File: src/rtl/adc_rd_pkg.sv
package adc_rd_pkg;

    typedef enum logic [1:0] {
        ST_IDLE  = 2'd0,
        ST_GAP   = 2'd1,
        ST_POLL  = 2'd2,
        ST_SHIFT = 2'd3
    } rd_state_e;

endpackage

File: src/rtl/rdc_tick_gen.sv
module rdc_tick_gen #(
    parameter int DIV_W = 8
) (
    input  logic             clk,
    input  logic             rst_n,
    input  logic             en,
    input  logic [DIV_W-1:0] div,
    output logic             tick
);

    logic [DIV_W-1:0] cnt_d, cnt_q;

    // a tick closes every half-period of div system cycles
    always_comb begin
        tick  = en && (cnt_q == div - DIV_W'(1));
        cnt_d = (!en || tick) ? '0 : cnt_q + DIV_W'(1);
    end

    always_ff @(posedge clk or negedge rst_n) begin
        if (!rst_n) cnt_q <= '0;
        else        cnt_q <= cnt_d;
    end

    AST_TICK_NEEDS_EN: assert property (@(posedge clk) disable iff (!rst_n)
        !en |=> (cnt_q == '0));

endmodule

File: src/rtl/rdc_shifter.sv
module rdc_shifter #(
    parameter int FRAME_BITS = 32,
    parameter int ADDR_BITS  = 5
) (
    input  logic                  clk,
    input  logic                  rst_n,
    input  logic                  load,
    input  logic [ADDR_BITS-1:0]  addr,
    input  logic                  advance,
    input  logic                  cap_en,
    input  logic                  cap_bit,
    output logic                  tx_msb,
    output logic                  tx_next,
    output logic [FRAME_BITS-1:0] rx_word
);

    localparam int PAD = FRAME_BITS - ADDR_BITS;

    typedef struct packed {
        logic [FRAME_BITS-1:0] tx;
        logic [FRAME_BITS-1:0] rx;
    } shreg_s;

    shreg_s r_d, r_q;

    always_comb begin
        r_d = r_q;
        if (load) begin
            r_d.tx = {addr, {PAD{1'b0}}};
            r_d.rx = '0;
        end else begin
            if (advance) r_d.tx = {r_q.tx[FRAME_BITS-2:0], 1'b0};
            if (cap_en)  r_d.rx = {r_q.rx[FRAME_BITS-2:0], cap_bit};
        end
    end

    always_ff @(posedge clk or negedge rst_n) begin
        if (!rst_n) r_q <= '0;
        else        r_q <= r_d;
    end

    assign tx_msb  = r_q.tx[FRAME_BITS-1];
    assign tx_next = r_q.tx[FRAME_BITS-2];
    assign rx_word = r_q.rx;

    AST_LOAD_EXCLUSIVE: assert property (@(posedge clk) disable iff (!rst_n)
        load |-> !(advance || cap_en));

endmodule

File: src/rtl/adc_readout_ctrl.sv
module adc_readout_ctrl
    import adc_rd_pkg::*;
#(
    parameter int FRAME_BITS = 32,
    parameter int ADDR_BITS  = 5,
    parameter int DIV_W      = 8,
    parameter int POLL_LIMIT = 64,
    parameter int GAP_TICKS  = 4
) (
    input  logic                  clk,
    input  logic                  rst_n,
    input  logic                  start,
    input  logic [ADDR_BITS-1:0]  mux_addr,
    input  logic                  abort_req,
    input  logic [DIV_W-1:0]      clk_div,
    input  logic                  spi_sdo,
    output logic                  spi_cs_n,
    output logic                  spi_sck,
    output logic                  spi_sdi,
    output logic [FRAME_BITS-1:0] result,
    output logic                  result_valid,
    output logic                  timeout_err
);

    localparam int BIT_W  = $clog2(FRAME_BITS + 1);
    localparam int POLL_W = $clog2(POLL_LIMIT + 1);
    localparam int GAP_W  = $clog2(GAP_TICKS + 1);

    typedef struct packed {
        rd_state_e             st;
        logic [GAP_W-1:0]      gap;
        logic [POLL_W-1:0]     poll;
        logic [BIT_W-1:0]      bits;
        logic                  cs_n;
        logic                  sck;
        logic                  sdi;
        logic                  valid;
        logic                  err;
        logic [FRAME_BITS-1:0] res;
    } ctrl_s;

    ctrl_s c_d, c_q;

    logic tick, load, advance, cap_en, tx_msb, tx_next;
    logic [FRAME_BITS-1:0] rx_word;

    rdc_tick_gen #(.DIV_W(DIV_W)) tick_i (
        .clk  (clk),
        .rst_n(rst_n),
        .en   (c_q.st != ST_IDLE),
        .div  (clk_div),
        .tick (tick)
    );

    rdc_shifter #(.FRAME_BITS(FRAME_BITS), .ADDR_BITS(ADDR_BITS)) shift_i (
        .clk    (clk),
        .rst_n  (rst_n),
        .load   (load),
        .addr   (mux_addr),
        .advance(advance),
        .cap_en (cap_en),
        .cap_bit(spi_sdo),
        .tx_msb (tx_msb),
        .tx_next(tx_next),
        .rx_word(rx_word)
    );

    always_comb begin
        c_d       = c_q;
        c_d.valid = 1'b0;
        load      = 1'b0;
        advance   = 1'b0;
        cap_en    = 1'b0;
        unique case (c_q.st)
            ST_IDLE: begin
                if (start) begin
                    c_d.st  = ST_GAP;
                    c_d.gap = '0;
                    c_d.err = 1'b0;
                    load    = 1'b1;
                end
            end
            ST_GAP: begin
                if (tick) begin
                    if (c_q.gap == GAP_W'(GAP_TICKS - 1)) begin
                        c_d.st   = ST_POLL;
                        c_d.cs_n = 1'b0;
                        c_d.poll = '0;
                    end else begin
                        c_d.gap = c_q.gap + GAP_W'(1);
                    end
                end
            end
            ST_POLL: begin
                if (abort_req) begin
                    c_d.st   = ST_IDLE;
                    c_d.cs_n = 1'b1;
                end else if (tick) begin
                    if (!spi_sdo) begin
                        c_d.st   = ST_SHIFT;
                        c_d.bits = '0;
                        c_d.sdi  = tx_msb;
                    end else if (c_q.poll == POLL_W'(POLL_LIMIT - 1)) begin
                        c_d.st   = ST_IDLE;
                        c_d.cs_n = 1'b1;
                        c_d.err  = 1'b1;
                    end else begin
                        c_d.poll = c_q.poll + POLL_W'(1);
                    end
                end
            end
            ST_SHIFT: begin
                if (abort_req) begin
                    c_d.st   = ST_IDLE;
                    c_d.cs_n = 1'b1;
                    c_d.sck  = 1'b0;
                    c_d.sdi  = 1'b0;
                end else if (tick) begin
                    if (!c_q.sck) begin
                        c_d.sck  = 1'b1;
                        cap_en   = 1'b1;
                        c_d.bits = c_q.bits + BIT_W'(1);
                    end else begin
                        c_d.sck = 1'b0;
                        advance = 1'b1;
                        if (c_q.bits == BIT_W'(FRAME_BITS)) begin
                            c_d.st    = ST_IDLE;
                            c_d.cs_n  = 1'b1;
                            c_d.sdi   = 1'b0;
                            c_d.valid = 1'b1;
                            c_d.res   = rx_word;
                        end else begin
                            c_d.sdi = tx_next;
                        end
                    end
                end
            end
            default: c_d.st = ST_IDLE;
        endcase
    end

    always_ff @(posedge clk or negedge rst_n) begin
        if (!rst_n) begin
            c_q      <= '0;
            c_q.st   <= ST_IDLE;
            c_q.cs_n <= 1'b1;
        end else begin
            c_q <= c_d;
        end
    end

    assign spi_cs_n     = c_q.cs_n;
    assign spi_sck      = c_q.sck;
    assign spi_sdi      = c_q.sdi;
    assign result       = c_q.res;
    assign result_valid = c_q.valid;
    assign timeout_err  = c_q.err;

    AST_SCK_LOW_WHEN_DESELECTED: assert property (@(posedge clk) disable iff (!rst_n)
        spi_cs_n |-> !spi_sck);
    AST_SELECT_WITH_CLOCK_LOW: assert property (@(posedge clk) disable iff (!rst_n)
        $fell(spi_cs_n) |-> !spi_sck);
    AST_SDI_QUIET_DESELECTED: assert property (@(posedge clk) disable iff (!rst_n)
        spi_cs_n |-> !spi_sdi);
    AST_STROBE_SINGLE: assert property (@(posedge clk) disable iff (!rst_n)
        result_valid |=> !result_valid);
    AST_STROBE_DESELECTED: assert property (@(posedge clk) disable iff (!rst_n)
        result_valid |-> spi_cs_n);
    AST_RESULT_STABLE: assert property (@(posedge clk) disable iff (!rst_n)
        !result_valid |=> (result_valid || $stable(result)));
    AST_ABORT_RELEASES: assert property (@(posedge clk) disable iff (!rst_n)
        (abort_req && !spi_cs_n) |=> (spi_cs_n && !spi_sck && !result_valid));
    AST_ERR_STICKY: assert property (@(posedge clk) disable iff (!rst_n)
        (timeout_err && !(c_q.st == ST_IDLE && start)) |=> timeout_err);

endmodule

File: config.mk
export PLATFORM = sky130hd
export DESIGN_NAME = adc_readout_ctrl
export DESIGN_NICKNAME = d
export VERILOG_FILES = /design/src/rtl/adc_rd_pkg.sv /design/src/rtl/rdc_tick_gen.sv /design/src/rtl/rdc_shifter.sv /design/src/rtl/adc_readout_ctrl.sv
export SDC_FILE = /design/constraint.sdc
export NUM_CORES = 1
export LEC_CHECK = 0
export BUFFER_PORTS_ARGS = -buffer_cell sky130_fd_sc_hd__buf_2
export CORE_MARGIN = 3
export CORE_UTILIZATION = 25
export CTS_CLUSTER_DIAMETER = 150
export DETAILED_ROUTE_END_ITERATION = 7
export GPL_TIMING_DRIVEN = 0
export PLACE_DENSITY = 0.38
export SETUP_SLACK_MARGIN = 0.3
export SYNTH_ARGS = -nofsm -noshare
export SYNTH_HDL_FRONTEND = slang
export SYNTH_SLANG_ARGS = --single-unit
File: constraint.sdc
create_clock -name clk -period 3.12 [get_ports clk]
set_input_delay 0.312 -clock clk [delete_from_list [all_inputs] [get_ports clk]]
set_output_delay 0.312 -clock clk [all_outputs]
set_load 0.02 [all_outputs]
* Word-level counts from Yosys, hierarchy flattened *
Cells that the tools add are included.

storage, ports and cells
  flip-flop bits (word level) = 127
  latch bits = 0
  memory bits (writable) = 0
  ROM bits = 0
  input port bits = 18
  logic and storage cells = 129
  memories kept = 0

cells by class
  $add $sub $neg = 5
  multiply operators = 0
  divide/modulo/power cells = 0
  magnitude comparators = 0
  equality and inequality tests = 27
  shifts and indexed selects = 0
  mux-type cells = 61
  bitwise gates (word level) = 1
  reduce and logical (&&, ||, !) cells = 22

operators by type and width
  operator             count
  $mux 32              2
  $mux 64              1
  $mux 1               27
  $ne 2x2->1 const B   13
  $mux 7               3
  $mux 2               10
  $mux 6               3
  $ne 3x3->1 const B   6
  $reduce_bool 2->1    8
  $mux 14              1
  $pmux 7 s2           1
  $reduce_and 7->1     2
  $mux 13              1
  $mux 12              1
  $pmux 6 s2           1
  $reduce_and 6->1     2
  $mux 10              1
  $reduce_and 9->1     1
  $add 8x1->8 const B  1
  $eq 8x8->1           1
  $mux 8               1
  $pmux 2 s4           1
  $reduce_and 8->1     1
  $sub 8x1->8 const B  1
  other kinds (23)     26

* Longest topological paths before layout *
  depth after elaboration = 8
  depth in mapped cells = 11

* Hierarchy *
Synthesis repeated with hierarchy kept, for this count alone.

second synthesis, totals
  cell total of the unflattened synthesis = 467
  area total of the unflattened synthesis = 5240.0 um^2

modules (own cells, without submodules)
  module            instances  cells an instance  area an instance (um^2)  sequential area each (um^2)
  adc_readout_ctrl  1          232                2741.4                   1377.6
  rdc_shifter       1          158                1796.7                   925.9
  rdc_tick_gen      1          77                 701.9                    200.2

* Least setup slack after synthesis *
No wires, ideal clock.

  path kind = input to register
  start point = input clk_div[0]
  end point = register c_q (netlist bit result[0])
  setup time = 0.127 ns
  arrival = 2.272 ns
  path slack = 0.721 ns
  stages = 9
  buffers on the path = 1
  cells stage by stage = inv_1 ha_1 xor2_1 o311ai_1 nor4_4 o2111ai_4 nor2_8 buf_6 mux2_1

between the ends
  cells in the longest elaborated chain, start to end = 4

RTL lines
  element                            line                    RTL
  from (decl)                        adc_readout_ctrl.sv:15  input logic [DIV_W-1:0] clk_div,
  $sub 8x1->8                        rdc_tick_gen.sv:15      tick = en && (cnt_q == div - DIV_W'(1));
  $eq 8x8->1                         rdc_tick_gen.sv:15
  $logic_and 1x1->1                  rdc_tick_gen.sv:15
  $reduce_and 5->1 (no source line)  --
  to (decl)                          adc_readout_ctrl.sv:42  ctrl_s c_d, c_q;

Every way passes these cells.
A chain may end at the register's enable or synchronous reset.

* Worst setup path after layout *
  start point = register tick_i.cnt_q[7]
  end point = register c_q[44] (netlist name)

between the ends
  cells in the longest elaborated chain, start to end = 4
  elaborated cells between the ends (all ways) = 5

RTL lines
  element                              line                RTL
  from (decl)                          rdc_tick_gen.sv:11  logic [DIV_W-1:0] cnt_d, cnt_q;
  from (signal assigned)               rdc_tick_gen.sv:21  else cnt_q <= cnt_d;
  $eq 8x8->1 *                         rdc_tick_gen.sv:15
  $logic_and 1x1->1 *                  rdc_tick_gen.sv:15
  $ne 2x2->1 (no source line)          --
  $reduce_and 7->1 (no source line) *  --

Mark *: on every way between the ends. The rest lies on a longest branch, timed or not.

==> parameters.txt <==
Parameter                              Value

Timing
  Hold violation total from the final report    16
  Final worst setup slack    approximately 510 ps
  Remaining max-slew budget at the tightest pin    0.566
  Unrepaired setup endpoints after global routing    false
  Final count of pins violating max slew    0
  Maximum operating frequency    approximately 380 MHz
  Final period utilization    0.838
  Final worst path period need    2610 ps
  Maximum clock skew at final layout    10.6 ps
  Setup TNS Final    0 ps
  Final setup violation count    0
  Post-route worst hold slack    -9.03 ps
  Pin slew with the least headroom to its limit    approximately 650 ps

Layout
  Synth-to-layout area growth    19.2%
  ANT cells    0
  Ratio of cells with drive above 1 in the final layout    0.250
  Total Nets Final    ~550
  Post-route core utilization    0.307

Worst setup path
  Endpoint class of the critical path    flip-flop
  Max FO, Critical Path    10
  Worst R2R Setup Slack    between 500 and 600 ps
  Endpoint of the lowest-slack register-to-register path    c_q[44]
  Startpoint-to-endpoint class of the critical path    reg -> reg
  Kind of start point of the critical path    flip-flop
  Register-to-Register Path Depth    7
  Reg2Reg Launch Point    tick_i.cnt_q[7]
  CP required    approximately 3400 ps
  Crit path DAT    roughly 2900 ps

Placement
  Number of port buffers    54
  HPWL after DPL    around 8.0 mm
  Final Wtd Congestion    0.776
  Pre-CTS setup slack    -35.3 ps

Routing
  Final routed wire length divided by cell count    about 14 um
  Total wirelength of the detailed-routed design    ~12 mm
  Total vias in the final route    around 3400
  Number of DRC violations after detailed routing    0
  Count of nets left with antenna violations after detail routing    0
  Vias per inst    4.31
  Starting DRT DRC Count    approximately 140
  Number of detailed-routing iterations run before antenna repair    4

Global routing
  Via count of the first global-routing pass    between 3000 and 4000
  Overall Global Routing Usage    0.110
  Pin count of the biggest net entering global routing    55
  Grt ovf    0
  Wire length of the first global-routing pass    19.5 mm
  Antenna violations before repair    0

Outcome
  Run status    finished, violations left
  Violations in the final reports    negative hold slack

Synth
  Most common flop cell mapped by yosys    dfrtp_1
  Number of instances in the synthesized netlist    460
  Number of enable-type register cells in the synthesized netlist    0
  Post-Syn Nets    about 490
  Post-synthesis cell type count    59
  Seq cells post-synth    100
  Netlist Area Pre-Place    slightly above 5000 um^2
  Synthesized area per cell    around 11 um^2
  Post-synth ARST share    1.00
  Yosys warnings    0
  Post-synthesis sequential area ratio    0.492

CTS
  Clock buffer count from CTS    9
  Count of H-tree levels built during CTS    3
  Clock Root Buffer    clkbuf_16
  Number of hold-repair buffers added at the cts stage    0
  Buffer depth of the longest clock path    2
  TritonCTS clock tree    yes
  Clock transition at the registers of the reported paths    around 70 ps
  Later-pin clock latency in the skew report    around 350 ps
  TritonCTS sink count    100

Pwr
  Static Leak    3.31 nW
  Clock network power share    0.387
  Internal Power    2.21 mW
  Post-layout total power    3.05 mW
  Sequential group share of total power    0.473
  Power share of the combinational group    0.140
  VDD IR-drop max    around 0.3 mV
  Total power density per cell area    503 nW/um^2
  Switching power as a share of total power    0.277
  Switching Power    0.843 mW

Flow run
  Max Cap Viol    0

Die
  Die X-Extent    between 100 and 150 um
  Effective utilization at floorplan    0.258
  Height of the die    about 150 um
  Core ar.    around 20000 um^2
  Die area    around 22000 um^2
  Total I/O pin count    55
  Number of standard-cell rows in the floorplan    51

Worst hold path
  Hold Path Class    in -> async
[through the flow]
step / std cells / hold WS, ps / instance area [um^2]
2_1_floorplan: 460 / 16.4 / 5080
3_3_place_gp: 779 / 471 / 5690
3_5_place_dp: 780 / 399 / 5720
4_1_cts: 796 / 16.0 / 6020
5_1_grt: 798 / 54.5 / 6060
6_report: 798 / -9.03 / 6060
[cell usage in the layout, fill, tap and decap left out, drive strengths merged, types with 2 or more instances in the layout]
master,instances
a21boi,2
a21o,2
a21oi,7
a22o,3
and2,8
and3,2
and4,2
buf,97
clkbuf,20
clkinv,2
dfrtp,99
ha,7
inv,13
mux2,37
mux2i,42
nand2,27
nand2b,4
nand3,17
nand4,4
nor2,59
nor2b,6
nor3,7
nor3b,3
nor4,2
o2111ai,4
o21a,2
o21ai,14
o221ai,2
or2,2
or4,3
xnor2,9
xor2,7
[cell families after synthesis]
group           after synthesis  synth area share
compound gates               46            0.0724
xor+xnor                     16            0.0276
fa+ha+maj                     7            0.0172
buf+inv                      60            0.0738
flops                       100             0.492
mux                          79             0.165
simple gates                152             0.152
[synthesized netlist by cell type, drive strengths merged (2+ instances only)]
cell type | count | area [um^2]
nand3 | 17 | 85.1
a21boi | 2 | 15.0
nor3b | 3 | 22.5
ha | 7 | 87.6
dfrtp | 99 | 2480
xnor2 | 9 | 78.8
and3 | 2 | 12.5
o2111ai | 4 | 65.1
or4 | 3 | 22.5
mux2 | 37 | 417
or2 | 2 | 12.5
buf | 40 | 299
xor2 | 7 | 61.3
nor4 | 2 | 27.5
o21a | 2 | 15.0
nor2 | 59 | 238
clkbuf | 10 | 38.8
and4 | 2 | 17.5
inv | 10 | 37.5
and2 | 8 | 50.1
o21ai | 14 | 73.8
mux2i | 42 | 420
nand2 | 27 | 101
a22o | 3 | 26.3
a21o | 2 | 15.0
nand2b | 4 | 25.0
nand4 | 4 | 25.0
o221ai | 2 | 17.5
nor2b | 6 | 37.5
nor3 | 7 | 35.0
a21oi | 7 | 35.0
[state kept, by name, summed over array words and instances (netlist names), 3 cells and up]
name and count:
result 32, shift_i.rx_word 32, c_q 18, tick_i.cnt_q 8
shift_i.r_q 3
[power groups by stage]
stage / logic (mW) / clock network [mW] / registers, mW
final: 0.428 / 1.18 / 1.44
after CTS: 0.421 / 1.23 / 1.44
after global routing: 0.493 / 1.28 / 1.46
after detailed placement: 0.418 / 0 / 1.47
after floorplan: 0.306 / 0 / 1.45
after global placement: 0.401 / 0 / 1.47
[worst max-delay path, cell delays in order, from the launching register on]
cell	delay [ps]
dfrtp_1	410
xor2_1	450
nand4_1	240
o32ai_4	310
o211ai_1	260
buf_2	290
nor2_1	200
mux2_2	350
[worst max-delay path by stage]
| stage | slack (ps) | startpoint | cells after the start | to |
|---|---|---|---|---|
| floorplan | 720 | clk_div[0] | 9 | result[0] |
| global placement | 70 | clk_div[0] | 10 | c_q[43] |
| detailed placement | -40 | clk_div[0] | 10 | c_q[44] |
| CTS | 370 | clk_div[0] | 10 | c_q[44] |
| global route | 310 | tick_i.cnt_q[2] | 10 | tick_i.cnt_q[7] |
| finish | 510 | tick_i.cnt_q[7] | 7 | c_q[44] |
[cell type report]
type                            count  area (um^2)
Fill cell                        2054        13700
Sequential cell                   100         2500
Multi-Input combinational cell    300         2220
Buffer                             50          338
Tap cell                          265          332
Timing Repair Buffer               57          315
Clock buffer                       10          239
Clock inverter                      6         68.8
Inverter                           10         37.5
[routing by layer]
| metal | wire length, um | vias up | GRT usage |
|---|---|---|---|
| li1 | - | 1702 | - |
| met1 | 5760 | 1672 | 0.152 |
| met2 | 5170 | 50 | 0.175 |
| met3 | 393 | 14 | 0.0171 |
| met4 | 181 | 0 | 0.0411 |
| met5 | 0 | - | 0 |
[what timing repair did]
| item | in CTS | in global routing |
|---|---|---|
| endpoints found under the setup margin | 0 | 46 |
| gates resized for setup | 0 | 2 |
| buffers inserted | 0 | 2 |
Power figures use the tool's default switching activity.
